$ cat src/rtl/nextpc_pkg.sv
package nextpc_pkg;

    typedef enum logic [3:0] {
        CF_SEQ    = 4'd0,
        CF_BEQ    = 4'd1,
        CF_BNE    = 4'd2,
        CF_BLEZ   = 4'd3,
        CF_BGTZ   = 4'd4,
        CF_BLTZ   = 4'd5,
        CF_BGEZ   = 4'd6,
        CF_BLTZAL = 4'd7,
        CF_BGEZAL = 4'd8,
        CF_J      = 4'd9,
        CF_JAL    = 4'd10,
        CF_JR     = 4'd11,
        CF_JALR   = 4'd12
    } cf_class_e;

    localparam logic [4:0] RA_REG      = 5'd31;
    localparam logic [3:0] CAUSE_ALIGN = 4'd4;

    typedef struct packed {
        logic        busy;
        logic        redirect;
        logic        kill;
        logic        trap;
        logic [31:0] target;
    } slot_state_t;

    function automatic logic is_cond(input logic [3:0] c);
        return (c >= 4'd1) && (c <= 4'd8);
    endfunction

    function automatic logic is_reg_jump(input logic [3:0] c);
        return (c == CF_JR) || (c == CF_JALR);
    endfunction

    function automatic logic links_ra(input logic [3:0] c);
        return (c == CF_BLTZAL) || (c == CF_BGEZAL) || (c == CF_JAL);
    endfunction

endpackage

$ cat src/rtl/nextpc_cond.sv
module nextpc_cond
    import nextpc_pkg::*;
#(
    parameter int XLEN = 32
) (
    input  logic [3:0]      cls,
    input  logic [XLEN-1:0] a,
    input  logic [XLEN-1:0] b,
    output logic            taken
);
    logic signed [XLEN-1:0] sa;
    logic                   neg, zero;

    always_comb begin
        sa   = $signed(a);
        neg  = sa < 0;
        zero = (a == '0);
        case (cf_class_e'(cls))
            CF_BEQ:              taken = (a == b);
            CF_BNE:              taken = (a != b);
            CF_BLEZ:             taken = neg || zero;
            CF_BGTZ:             taken = !neg && !zero;
            CF_BLTZ, CF_BLTZAL:  taken = neg;
            CF_BGEZ, CF_BGEZAL:  taken = !neg;
            CF_J, CF_JAL,
            CF_JR, CF_JALR:      taken = 1'b1;
            default:             taken = 1'b0;
        endcase
    end
endmodule

$ cat src/rtl/nextpc_target.sv
module nextpc_target
    import nextpc_pkg::*;
#(
    parameter int XLEN  = 32,
    parameter int OFF_W = 16,
    parameter int IDX_W = 26
) (
    input  logic [3:0]       cls,
    input  logic [XLEN-1:0]  pc,
    input  logic [OFF_W-1:0] off,
    input  logic [IDX_W-1:0] idx,
    input  logic [XLEN-1:0]  rs,
    output logic [XLEN-1:0]  target,
    output logic [XLEN-1:0]  link_addr,
    output logic             misaligned
);
    localparam int EXT_W  = XLEN - OFF_W - 2;
    localparam int PAGE_W = XLEN - IDX_W - 2;

    logic [XLEN-1:0] slot_pc, br_disp, br_tgt, j_tgt;

    always_comb begin
        slot_pc    = pc + XLEN'(4);
        br_disp    = {{EXT_W{off[OFF_W-1]}}, off, 2'b00};
        br_tgt     = slot_pc + br_disp;
        j_tgt      = {slot_pc[XLEN-1 -: PAGE_W], idx, 2'b00};
        link_addr  = pc + XLEN'(8);
        misaligned = is_reg_jump(cls) && (rs[1:0] != 2'b00);
        case (cf_class_e'(cls))
            CF_J, CF_JAL:    target = j_tgt;
            CF_JR, CF_JALR:  target = rs;
            default:         target = br_tgt;
        endcase
    end
endmodule

$ cat src/rtl/nextpc_seq.sv
module nextpc_seq
    import nextpc_pkg::*;
#(
    parameter int          XLEN      = 32,
    parameter logic [31:0] RESET_VEC = 32'hBFC0_0000
) (
    input  logic            clk,
    input  logic            rst,
    input  logic            issue,
    input  logic            start_cf,
    input  logic            taken,
    input  logic            likely_cond,
    input  logic            misaligned,
    input  logic [XLEN-1:0] target,
    output logic [XLEN-1:0] pc,
    output logic            in_slot,
    output logic            annul,
    output logic            exc,
    output logic [XLEN-1:0] exc_addr
);
    slot_state_t     st;
    logic [XLEN-1:0] pc_q, bad_q;
    logic            exc_q;

    always_ff @(posedge clk) begin
        if (rst) begin
            pc_q  <= XLEN'(RESET_VEC);
            st    <= '0;
            exc_q <= 1'b0;
            bad_q <= '0;
        end else begin
            exc_q <= 1'b0;
            if (issue) begin
                if (!st.busy) begin
                    pc_q <= pc_q + XLEN'(4);
                    if (start_cf) begin
                        st.busy     <= 1'b1;
                        st.redirect <= taken && !misaligned;
                        st.kill     <= likely_cond && !taken;
                        st.trap     <= misaligned;
                        st.target   <= 32'(target);
                    end
                end else begin
                    pc_q    <= st.redirect ? XLEN'(st.target) : pc_q + XLEN'(4);
                    exc_q   <= st.trap;
                    if (st.trap) bad_q <= XLEN'(st.target);
                    st.busy <= 1'b0;
                end
            end
        end
    end

    assign pc       = pc_q;
    assign in_slot  = st.busy;
    assign annul    = st.busy && st.kill;
    assign exc      = exc_q;
    assign exc_addr = bad_q;
endmodule

$ cat src/rtl/nextpc_unit.sv
module nextpc_unit
    import nextpc_pkg::*;
#(
    parameter int          XLEN      = 32,
    parameter int          OFF_W     = 16,
    parameter int          IDX_W     = 26,
    parameter logic [31:0] RESET_VEC = 32'hBFC0_0000
) (
    input  logic             clk,
    input  logic             rst,
    input  logic             issue,
    input  logic [3:0]       cls,
    input  logic             likely,
    input  logic [OFF_W-1:0] off,
    input  logic [IDX_W-1:0] idx,
    input  logic [4:0]       rd,
    input  logic [XLEN-1:0]  rs_val,
    input  logic [XLEN-1:0]  rt_val,
    output logic [XLEN-1:0]  pc,
    output logic             in_slot,
    output logic             annul,
    output logic             link_we,
    output logic [4:0]       link_idx,
    output logic [XLEN-1:0]  link_val,
    output logic             exc,
    output logic [3:0]       exc_cause,
    output logic [XLEN-1:0]  exc_addr
);
    logic            taken, misaligned, start_cf, likely_cond;
    logic [XLEN-1:0] target, link_addr;

    nextpc_cond #(.XLEN(XLEN)) u_cond (
        .cls(cls), .a(rs_val), .b(rt_val), .taken(taken)
    );

    nextpc_target #(.XLEN(XLEN), .OFF_W(OFF_W), .IDX_W(IDX_W)) u_tgt (
        .cls(cls), .pc(pc), .off(off), .idx(idx), .rs(rs_val),
        .target(target), .link_addr(link_addr), .misaligned(misaligned)
    );

    assign start_cf    = (cls != CF_SEQ) && (cls <= CF_JALR);
    assign likely_cond = likely && is_cond(cls);

    nextpc_seq #(.XLEN(XLEN), .RESET_VEC(RESET_VEC)) u_seq (
        .clk(clk), .rst(rst), .issue(issue), .start_cf(start_cf),
        .taken(taken), .likely_cond(likely_cond), .misaligned(misaligned),
        .target(target), .pc(pc), .in_slot(in_slot), .annul(annul),
        .exc(exc), .exc_addr(exc_addr)
    );

    always_comb begin
        link_we  = 1'b0;
        link_idx = '0;
        if (issue && !in_slot) begin
            if (links_ra(cls)) begin
                link_we  = 1'b1;
                link_idx = RA_REG;
            end else if (cls == CF_JALR && rd != 5'd0) begin
                link_we  = 1'b1;
                link_idx = rd;
            end
        end
    end

    assign link_val  = link_addr;
    assign exc_cause = exc ? CAUSE_ALIGN : 4'd0;
endmodule

$ cat config.mk
export PLATFORM = sky130hd
export DESIGN_NAME = nextpc_unit
export DESIGN_NICKNAME = d
export VERILOG_FILES = /design/src/rtl/nextpc_pkg.sv /design/src/rtl/nextpc_cond.sv /design/src/rtl/nextpc_target.sv /design/src/rtl/nextpc_seq.sv /design/src/rtl/nextpc_unit.sv
export SDC_FILE = /design/constraint.sdc
export NUM_CORES = 1
export LEC_CHECK = 0
export ABC_AREA = 1
export BUFFER_PORTS_ARGS = -buffer_cell sky130_fd_sc_hd__buf_2
export CAP_MARGIN = 20
export CORE_ASPECT_RATIO = 0.8
export CORE_UTILIZATION = 25
export CTS_BUF_LIST = sky130_fd_sc_hd__clkbuf_8
export DETAILED_ROUTE_END_ITERATION = 8
export PLACE_DENSITY = 0.47
export SETUP_SLACK_MARGIN = 0.1
export SLEW_MARGIN = 0
export SYNTH_ARGS = -nofsm -noshare
export SYNTH_HDL_FRONTEND = slang
export SYNTH_SLANG_ARGS = --single-unit
$ cat constraint.sdc
create_clock -name clk -period 3.23 [get_ports clk]
set_input_delay 0.1615 -clock clk [delete_from_list [all_inputs] [get_ports clk]]
set_output_delay 0.1615 -clock clk [all_outputs]
set_load 0.01 [all_outputs]
==> Implementation_results.wiki <==
{| class="wikitable"
! Metric !! Value
|-
| Arithmetic-cell share of the synthesized area counting full adders, half adders and majority gates || 5.258%
|-
| Level count of the clock H-tree || 3
|-
| Global placer's final weighted congestion || 0.9381
|-
| Count of nets after finishing || 1795
|-
| Standby leakage power || 5.543 nW
|-
| Detailed-route wire length || 38640 um
|-
| Initial antenna violation count || 0
|-
| Count of non-filler cells in the finished layout || 2075
|-
| P_sw || 1.229 mW
|-
| Clk pwr share || 30.5%
|-
| Worst supply voltage drop on vdd || 0.2609 mV
|-
| Post-DR vias/cell || 4.829
|-
| Part of the Yosys area used for sequential elements || 24.56%
|-
| Main synth FF type || dfxtp_1
|-
| Tightest Hold Check Type || in -> reg
|-
| Synth Instances || 1347
|-
| DRC violation count after routing || 0
|-
| Number of routed nets with antenna violations || 0
|-
| Number of placement rows || 59
|-
| Mapped Avg Cell Area || 6.113 sq um
|-
| Sequential fraction of design power || 41.5%
|-
| Dominant combinational cell family by area after synthesis || simple AND/OR/NAND/NOR gates
|-
| # placed instances || 2044
|-
| Worst Path Max Fanout || 5
|-
| Filler Cell Count || 3645
|-
| WL/cell || 18.62 um
|-
| XOR/XNOR share of the synthesized area || 6.169%
|-
| Cell Area, Synth || 8234 sq um
|-
| Vias in the first global route || 9184
|-
| Min Clock Period, post-route || 2.993 ns
|-
| Largest net degree at the start of global routing || 50
|-
| CTS Buf Count || 9
|-
| Port buffer count || 224
|-
| Achievable Freq || 334.2 MHz
|-
| Max Clock Skew || 0.01309 ns
|-
| Worst setup path class || reg -> reg
|-
| Combinational power share || 28.0%
|-
| Final Power || 3.362 mW
|-
| P per Cell Area || 304.4 nW/um^2
|-
| Clock root buffer || clkbuf_8
|-
| Simple-gate share of the synthesized area || 31.45%
|-
| Multiplexer share of the synthesized area || 0%
|-
| Final number of setup-violating endpoints || 0
|-
| Summed area of non-filler cells in the final layout || 11050 sq um
|-
| Area of the core || 32480 sq um
|-
| Total clock sinks || 101
|-
| Buffer depth of the longest clock path || 2
|-
| Count of boundary I/O pins || 228
|-
| Die footprint || 33670 sq um
|-
| Total congestion overflow || 0
|-
| TritonCTS clock tree || done
|-
| Compound-gate portion of the synthesized area || 20.44%
|-
| Fin crit share || 92.65%
|-
| Slew at the pin closest to its max-slew limit || 1.002 ns
|-
| Internal power contribution || 2.133 mW
|-
| Hold slack || 0.02245 ns
|-
| Normalized max-slew margin || 32.97%
|-
| Number of synthesized flops with an enable pin || 0
|-
| Result of the run || finished clean
|-
| Clock latency reported for the late side of the worst-skew pair || 0.42 ns
|-
| Number of endpoints with negative hold slack in the final report || 0
|-
| Total area of sequential cells || 2053 sq um
|-
| Area overhead of the layout relative to synthesis || 34.16%
|-
| Pre-CTS setup slack || -0.04086 ns
|-
| Post-CTS clock slew at the launch and capture registers of the worst setup and hold paths || 0.12 ns
|-
| Required time at the endpoint of the critical path || 3.54 ns
|-
| Arrival time of data at the critical path endpoint || 3.30 ns
|-
| Share of async-settable or async-resettable flops after synthesis || 0%
|-
| Startpoint types || flop
|-
| RSZ-0062 raised after global routing || true
|-
| Horizontal die dimension || 204.9 um
|-
| Initial drt markers || 771
|-
| Max-capacitance violation count || 0
|-
| Min setup slack post-route || 0.2374 ns
|-
| Sw Share || 36.57%
|-
| DRT Pass-1 Iters || 5
|-
| Type of destination of the critical path || flop
|-
| Dpl hpwl || 31850 um
|-
| Yosys warning count || 0
|-
| Area used by multi-input combinational logic || 5494 sq um
|-
| First-pass GRT wire length || 56350 um
|-
| Via total after detailed routing || 10020
|-
| Post-synthesis register bit count || 101
|-
| Yosys cell types || 46
|-
| Fraction of layout cells with a size suffix above 1 || 27.63%
|-
| DP Area || 10390 sq um
|-
| Overall die height || 164.3 um
|-
| Effective utilization at floorplan || 25.35%
|-
| Max-slew violation count || 0
|-
| Combined global-route utilization of all metal layers || 22.48%
|}
state kept, by name (all words and copies together) (netlist names):
signal and flops:
u_seq.st 35, u_seq.exc_addr 32, u_seq.pc 32, u_seq.exc 1
u_seq.in_slot 1
power by group through the flow:
stage	Sequential [mW]	Clock (mW)	Combinational, mW
CTS	1.39	1.04	0.911
detailed placement	1.42	0	0.900
floorplan	1.38	0	0.498
global placement	1.42	0	0.897
finish	1.40	1.02	0.943
global route	1.40	1.09	1.05
final timing paths:
check	from	to	slack, ns	depth (start not counted)
min	idx[16]	u_seq.st[18]	0.02	3
max	u_seq.pc[4]	u_seq.st[27]	0.24	18
max reg2reg	u_seq.pc[4]	u_seq.st[27]	0.24	18
min reg2reg	u_seq.exc_addr[27]	u_seq.exc_addr[27]	0.45	2
critical path: stages, from the launching register on:
cell and delay [ns]:
dfxtp_4 0.39, ha_1 0.16, inv_1 0.08, nor2_4 0.15, nand2_2 0.13, nor3_1 0.23, buf_4 0.15, xnor2_1 0.16
inv_1 0.08, ha_1 0.35, nand2_1 0.12, nor2_1 0.16, inv_1 0.09, nor3_2 0.16, nand3_1 0.17, nand3_1 0.10
nand2_1 0.05, nand3_1 0.07, a21oi_1 0.06
synthesized netlist by cell type (2+ instances only):
cell type  instances  area (sq um)
o21ai_0           95         475.5
nor3_2             4         40.04
xor2_1            42         367.9
o21bai_1           4         30.03
nand3_1           54         270.3
a221oi_1          19         166.4
nor3_4             2         32.53
nor2_2             7         43.79
nand4_1           18         112.6
or2_2              8         50.05
nand2_1          347          1303
a21oi_1          132         660.6
inv_1            197         739.5
clkbuf_1          33         123.9
a21o_1             2         15.01
ha_1              33         412.9
xnor2_1           16         140.1
o211ai_1           7         52.55
nor2_1           111         416.7
and2_1             2         12.51
dfxtp_1          101          2022
a31oi_1           14         87.58
o21a_1             3         22.52
buf_4              8         60.06
buf_2              7         35.03
nor3_1            20         100.1
a22oi_1           17         127.6
nand2_2           11         68.82
nor2_4             3         33.78
nand3b_1           9         67.56
inv_2              5         18.77
clkbuf_2           2         10.01
per-layer routing:
layer  global-route usage, %  up-vias  part of all wire, %
li1                        -     4950                    -
met1                   34.74     4699                   51
met2                   32.68      353                   41
met3                   3.075       18                  6.8
met4                   3.906        0                 0.95
met5                       0        -                    0
placed cells by master (no fill, tap or decap), drive strengths merged, types with 7 or more instances in the layout:
cell	instances
nand2	358
buf	328
inv	204
a21oi	133
nor2	121
dfxtp	101
o21ai	97
nand3	55
xor2	42
ha	33
nor3	26
a221oi	19
nand4	18
a22oi	17
xnor2	16
a31oi	14
clkbuf	10
nand3b	9
or2	8
o211ai	7
logic make-up (layout without fill, tap and decap cells):
kind of cell,count (synthesis),count (layout)
AO/OA/AOI/OAI,299,299
buffers and inverters,253,551
adder cells (fa/ha/maj),34,34
flip-flops,101,101
XOR/XNOR,58,58
other,1,4
AND/OR/NAND/NOR,601,601
cell type report:
class,count,share of cell area (%)
multi-input cells,995,49.73
clock buffers,10,1.246
well taps,427,4.836
inverters,202,6.864
repair buffers,333,17.78
diodes,1,0.02265
flip-flops and latches,101,18.59
clock inverters,6,0.9288
repair_timing:
action | in CTS | in global routing
hold buffers | 5 | 0
pin swaps | 2 | 13
endpoints found under the hold margin | 5 | 0
gates resized for setup | 7 | 76
buffers inserted | 2 | 7
endpoints found under the setup margin | 11 | 20
per-stage QoR:
step	utilization [%]	setup TNS [ns]
6_report	34.01	0
3_3_place_gp	32.00	-0.1071
4_1_cts	33.00	0
5_1_grt	34.00	0
2_1_floorplan	-	0
3_5_place_dp	32.00	-0.04086
Power figures use the tool's default switching activity.
